[config.mk]
export PLATFORM = sky130hd
export DESIGN_NAME = dlr_readout
export DESIGN_NICKNAME = d
export VERILOG_FILES = /design/src/rtl/dlr_pkg.sv /design/src/rtl/dlr_sclk_div.sv /design/src/rtl/dlr_lane.sv /design/src/rtl/dlr_readout.sv
export SDC_FILE = /design/constraint.sdc
export NUM_CORES = 1
export LEC_CHECK = 0
export BUFFER_PORTS_ARGS = -buffer_cell sky130_fd_sc_hd__buf_2
export CORE_MARGIN = 4
export CORE_UTILIZATION = 30
export CTS_CLUSTER_SIZE = 14
export DETAILED_ROUTE_END_ITERATION = 6
export PLACE_DENSITY = 0.52
export SETUP_SLACK_MARGIN = 0.02
export SYNTH_ARGS = -nofsm -noshare
export SYNTH_HDL_FRONTEND = slang
export SYNTH_SLANG_ARGS = --single-unit
[constraint.sdc]
create_clock -name clk_i -period 2.9 [get_ports clk_i]
set_input_delay 0.725 -clock clk_i [delete_from_list [all_inputs] [get_ports clk_i]]
set_output_delay 0.725 -clock clk_i [all_outputs]
set_load 0.01 [all_outputs]
[src/rtl/dlr_pkg.sv]
package dlr_pkg;
  typedef enum logic [2:0] {ST_IDLE, ST_LEAD, ST_SHIFT, ST_DRAIN, ST_TRAIL} dlr_st_e;
endpackage

[src/rtl/dlr_sclk_div.sv]
module dlr_sclk_div #(
  parameter int HALF = 4
) (
  input  logic clk_i,
  input  logic rst_ni,
  input  logic run_i,
  output logic sclk_o,
  output logic fall_o
);
  localparam int CW = (HALF > 1) ? $clog2(HALF) : 1;

  logic [CW-1:0] cnt_q;

  always_ff @(posedge clk_i or negedge rst_ni) begin
    if (!rst_ni) begin
      cnt_q  <= CW'(HALF - 1);
      sclk_o <= 1'b0;
    end else if (!run_i) begin
      cnt_q  <= CW'(HALF - 1);
      sclk_o <= 1'b0;
    end else if (cnt_q == '0) begin
      cnt_q  <= CW'(HALF - 1);
      sclk_o <= ~sclk_o;
    end else begin
      cnt_q <= cnt_q - 1'b1;
    end
  end

  // sample strobe: edge on which sclk drops
  assign fall_o = run_i && (cnt_q == '0) && sclk_o;
endmodule

[src/rtl/dlr_lane.sv]
module dlr_lane #(
  parameter int WBITS = 14
) (
  input  logic             clk_i,
  input  logic             rst_ni,
  input  logic             take_i,
  input  logic             bit_i,
  output logic [WBITS-1:0] word_o
);
  always_ff @(posedge clk_i or negedge rst_ni) begin
    if (!rst_ni)     word_o <= '0;
    else if (take_i) word_o <= {word_o[WBITS-2:0], bit_i};
  end
endmodule

[src/rtl/dlr_readout.sv]
module dlr_readout
  import dlr_pkg::*;
#(
  parameter int NUM_CH = 8,
  parameter int WBITS  = 14,
  parameter int FBITS  = 16,
  parameter int HALF   = 4
) (
  input  logic                      clk_i,
  input  logic                      rst_ni,
  input  logic                      start_i,
  input  logic                      single_line_i,
  output logic                      cs_no,
  output logic                      sclk_o,
  input  logic                      dout_a_i,
  input  logic                      dout_b_i,
  input  logic                      first_i,
  output logic                      word_valid_o,
  input  logic                      word_ready_i,
  output logic [WBITS-1:0]          word_data_o,
  output logic [$clog2(NUM_CH)-1:0] word_chan_o,
  output logic                      busy_o,
  output logic                      frame_err_o
);
  localparam int CH_W    = $clog2(NUM_CH);
  localparam int HALF_CH = NUM_CH / 2;
  localparam int BC_W    = $clog2(FBITS);
  localparam int LC_W    = (HALF > 1) ? $clog2(HALF) : 1;
  localparam int NLANE   = 2;

  dlr_st_e          st_q;
  logic [LC_W-1:0]  gap_q;
  logic [BC_W-1:0]  bit_q;
  logic [CH_W-1:0]  frame_q;
  logic             sel_q, mode_q, err_q;
  logic             run, fall, take, acc, last_word, last_frame;
  logic [NLANE-1:0] din;
  logic [WBITS-1:0] lane_w [NLANE];

  assign run  = (st_q == ST_SHIFT);
  assign take = fall && (bit_q < BC_W'(WBITS));
  assign din  = {dout_b_i, dout_a_i};

  dlr_sclk_div #(.HALF(HALF)) u_div (
    .clk_i (clk_i),
    .rst_ni(rst_ni),
    .run_i (run),
    .sclk_o(sclk_o),
    .fall_o(fall)
  );

  for (genvar g = 0; g < NLANE; g++) begin : g_lane
    dlr_lane #(.WBITS(WBITS)) u_lane (
      .clk_i (clk_i),
      .rst_ni(rst_ni),
      .take_i(take),
      .bit_i (din[g]),
      .word_o(lane_w[g])
    );
  end

  assign acc        = word_valid_o && word_ready_i;
  assign last_word  = mode_q || sel_q;
  assign last_frame = mode_q ? (frame_q == CH_W'(NUM_CH - 1))
                             : (frame_q == CH_W'(HALF_CH - 1));

  always_ff @(posedge clk_i or negedge rst_ni) begin
    if (!rst_ni) begin
      st_q    <= ST_IDLE;
      gap_q   <= '0;
      bit_q   <= '0;
      frame_q <= '0;
      sel_q   <= 1'b0;
      mode_q  <= 1'b0;
      err_q   <= 1'b0;
    end else begin
      unique case (st_q)
        ST_IDLE: if (start_i) begin
          st_q    <= ST_LEAD;
          gap_q   <= LC_W'(HALF - 1);
          mode_q  <= single_line_i;
          frame_q <= '0;
          sel_q   <= 1'b0;
          bit_q   <= '0;
          err_q   <= 1'b0;
        end
        ST_LEAD: begin
          if (gap_q == '0) st_q <= ST_SHIFT;
          else             gap_q <= gap_q - 1'b1;
        end
        ST_SHIFT: if (fall) begin
          bit_q <= bit_q + 1'b1;
          // marker check in the first frame only
          if (frame_q == '0) begin
            if (bit_q == '0 && !first_i)                err_q <= 1'b1;
            if (bit_q == BC_W'(WBITS) && first_i)       err_q <= 1'b1;
          end
          if (bit_q == BC_W'(FBITS - 1)) begin
            st_q  <= ST_DRAIN;
            bit_q <= '0;
            sel_q <= 1'b0;
          end
        end
        ST_DRAIN: if (acc) begin
          if (!last_word) begin
            sel_q <= 1'b1;
          end else if (last_frame) begin
            st_q  <= ST_TRAIL;
            gap_q <= LC_W'(HALF - 1);
          end else begin
            frame_q <= frame_q + 1'b1;
            st_q    <= ST_SHIFT;
          end
        end
        ST_TRAIL: begin
          if (gap_q == '0) st_q <= ST_IDLE;
          else             gap_q <= gap_q - 1'b1;
        end
        default: st_q <= ST_IDLE;
      endcase
    end
  end

  assign cs_no        = (st_q == ST_IDLE);
  assign busy_o       = (st_q != ST_IDLE);
  assign word_valid_o = (st_q == ST_DRAIN);
  assign word_data_o  = sel_q ? lane_w[1] : lane_w[0];
  assign word_chan_o  = sel_q ? frame_q + CH_W'(HALF_CH) : frame_q;
  assign frame_err_o  = err_q;

  p_sclk_idle_r2: assert property (@(posedge clk_i) disable iff (!rst_ni)
    cs_no |-> !sclk_o);

  p_hold_r7: assert property (@(posedge clk_i) disable iff (!rst_ni)
    word_valid_o && !word_ready_i |=>
      word_valid_o && $stable(word_data_o) && $stable(word_chan_o));

  p_quiet_drain_r7: assert property (@(posedge clk_i) disable iff (!rst_ni)
    word_valid_o |-> !sclk_o);

  p_err_hold_r8: assert property (@(posedge clk_i) disable iff (!rst_ni)
    frame_err_o && !(cs_no && start_i) |=> frame_err_o);

  p_busy_start_r9: assert property (@(posedge clk_i) disable iff (!rst_ni)
    word_valid_o && start_i |=> !cs_no);
endmodule

==> flow_summary_export.csv <==
group,metric,value,unit
cts,cts_tree,"yes",
cts,clk_pin_slew_worst_paths,90,ps
finish,fillers,794,
timing,tightest_slew,725,ps
placed_design,portBuffers,29,
global_routing,grt_overflow,0,
floorplan,dieArea,9500,um^2
power,powerDensity,843,nW/um^2
worst_setup_path,worstSetupPathType,"flop to primary output",
timing,period_share,82.6,%
route,ant_nets,0,
worst_setup_path,crit_family,"flip-flops",
worst_setup_path,path_cells,"mux2_2 > buf_2",
route,drtIter0Drc,59,
synth,syn_area,2400,um^2
finish,nets,236,
placed_design,preCtsSetupSlack,822,ps
run_status,outcome,"completed",
timing,drv_slew,0,
power,power_leakage,1.39,nW
worst_setup_path,cp.arrival,1670,ps
route,drcViolationCount,0,
timing,max-slew-margin-rel,51.7,%
synth,yosys_warnings,0,
floorplan,dieWidth,97.5,um
route,via_per_inst,4.57,
cts,cts_buffers,5,
timing,fmax,0.417,GHz
timing,clock_skew,4.89,ps
worst_setup_path,start_kind,"flop",
synth,synth-async-reset-ratio,100,%
floorplan,chipHeight,97.5,um
floorplan,num_rows,32,
timing,tns,0,ps
synth,synth-seq-cells,46,
finish,drive_gt1_share,41.0,%
synth,ys_types,45,
placed_design,gp_congestion,0.746,
floorplan,core_area,7770,um^2
timing,rsz0062_at_grt,"no",
cts,cts-root-buf,"clkbuf_8",
min_path,hp-class,"input port to asynchronous set/reset pin",
global_routing,grt_usage,9.91,%
worst_setup_path,r2r_cells,4,
route,totalWireLength,4.32,mm
synth,syn_nets,209,
finish,area_delta_synth_final,13.9,%
route,vias,1481,
finish,multiInputGateArea,1130,um^2
job,max_cap_viol_count,0,
synth,synth_flop_cell,"dfrtp_1",
placed_design,dpl.hpwl,2.99,mm
worst_setup_path,critical_path_depth,2,
worst_setup_path,end_kind,"primary output",
cts,htreeDepth,2,
finish,final-seq-area,1150,um^2
global_routing,grt_pass1_wl,7.66,mm
timing,final_hold_viol_count,0,
route,avgRoutedWirePerCell,13.3,um
cts,clock_sinks,46,
synth,synth_area_per_cell,12.4,um^2
synth,synth_edf_count,0,
synth,synthCells,194,
cts,clk_latency,300,ps
route,drt-pass1-iter-count,4,
cts,postCtsSetupBuffers,0,
global_routing,antenna_found_initial,0,
timing,fin_ws,504,ps
floorplan,ios,30,
timing,setup_viol,0,
worst_setup_path,worst_ep_required_time,2170,ps
global_routing,grt_max_degree,29,
finish,n_antenna_cell,0,
floorplan,start_util,30.9,%
worst_setup_path,slowest_stage,"dfrtp_1",
worst_setup_path,cp_max_fo,17,
timing,min_period,2400,ps
worst_setup_path,max_stage_delay,820,ps
cts,cts_resized,0,
worst_setup_path,path_buf_inv,1,
global_routing,grt_pass1_vias,1557,
synth,seq_area_frac_synth,48.0,%
power,irDropWorstVdd,0.000399,V
cts,hold_buffers,0,
cts,clock_path_buffers,2,
-- cells in the mapped netlist, types with 2 or more instances --
library cell / count / area share, %
buf_4: 2 / 0.63
o41ai_1: 2 / 0.73
nor2b_1: 2 / 0.52
mux2_4: 20 / 13
buf_2: 3 / 0.63
xor2_1: 2 / 0.73
nor2_1: 6 / 0.94
inv_1: 14 / 2.2
or3_1: 2 / 0.52
nor3_1: 2 / 0.42
ha_1: 7 / 3.6
clkbuf_1: 4 / 0.63
a41oi_1: 2 / 0.73
xnor2_1: 3 / 1.1
mux2i_1: 2 / 0.83
buf_6: 2 / 0.94
dfstp_2: 2 / 2.2
dfrtp_1: 44 / 46
mux2_2: 23 / 11
and2_1: 2 / 0.52
nand3_1: 4 / 0.83
a21oi_1: 5 / 1.0
nand4_1: 2 / 0.52
o21ai_0: 6 / 1.3
nand2_1: 11 / 1.7
-- area by class of cell --
type                            instances  area share [%]
Multi-Input combinational cell        123            41.2
Timing Repair Buffer                   31            5.86
Clock inverter                          3            1.60
Clock buffer                            5            2.52
Sequential cell                        46            42.2
Tap cell                              102            4.67
Inverter                               14            1.92
-- final timing paths --
path                              from                          to  slack, ps
setup / recovery                 sel_q             word_data_o[12]        500
hold / removal                  rst_ni  g_lane[1].u_lane.word_o[0]        410
setup reg to reg               st_q[2]  g_lane[0].u_lane.word_o[6]        850
hold reg to reg            frame_err_o                 frame_err_o        510
max in group asynchronous       rst_ni  g_lane[0].u_lane.word_o[5]       1900
min in group clk_i         frame_err_o                 frame_err_o        510
-- per-stage QoR --
stage	hold slack, ps	util, %	cell area [um^2]	total power (W)	std cells
floorplan	429	-	2400	0.00163	194
global route	435	35.2	2730	0.00248	324
finish	407	35.2	2730	0.00231	324
CTS	427	35.2	2730	0.00234	324
detailed placement	493	33.7	2620	0.00184	316
global placement	487	33.7	2620	0.00183	316
-- sequential cells by signal (all words and copies together), names as in the netlist --
name,flops
u_div.cnt_q,2
g_lane.u_lane.word_o,28
frame_q,3
bit_q,4
frame_err_o,1
sel_q,1
mode_q,1
gap_q,2
st_q,3
u_div.sclk_o,1
-- logic make-up after synthesis --
logic type                 synth area share (%)
buffers and inverters                      5.00
muxes                                      24.1
AOI/OAI and AO/OA                          6.83
adders and majority gates                  3.65
and+or+nand+nor                            10.5
xor gates and xnor gates                   1.82
DFF                                        48.0
-- layer usage --
metal / wire length [um] / vias up / share of wire (%) / global-route usage [%]
li1: - / 735 / - / -
met1: 2290 / 709 / 53 / 14.0
met2: 1770 / 31 / 41 / 14.1
met3: 204 / 6 / 4.7 / 3.66
met4: 53 / 0 / 1.2 / 2.88
met5: 0 / - / 0 / 0
-- power breakdown --
group | switching [W] | total (W) | leakage (nW) | internal [W]
clock network | 0.000233 | 0.000492 | 0.0585 | 0.000259
logic | 0.000383 | 0.000800 | 0.733 | 0.000417
registers | 0.000202 | 0.00101 | 0.600 | 0.000811
total | 0.000818 | 0.00231 | 1.39 | 0.00149
-- layout by cell type, fill, tap and decap left out, drive strengths merged, types with 2 or more instances in the layout --
master,Yosys,routed
dfrtp,44,44
buf,7,31
inv,14,15
nand3,4,4
xor2,2,2
mux2i,2,2
nor2,7,7
ha,7,7
a41oi,2,2
clkbuf,4,5
or3b,2,2
nand2,12,12
nor2b,2,2
nand4,2,2
or3,2,2
and2,2,2
a21oi,5,5
o41ai,2,2
nor3,3,3
mux2,43,43
o21ai,7,7
dfstp,2,2
xnor2,3,3
Power figures use the tool's default switching activity.
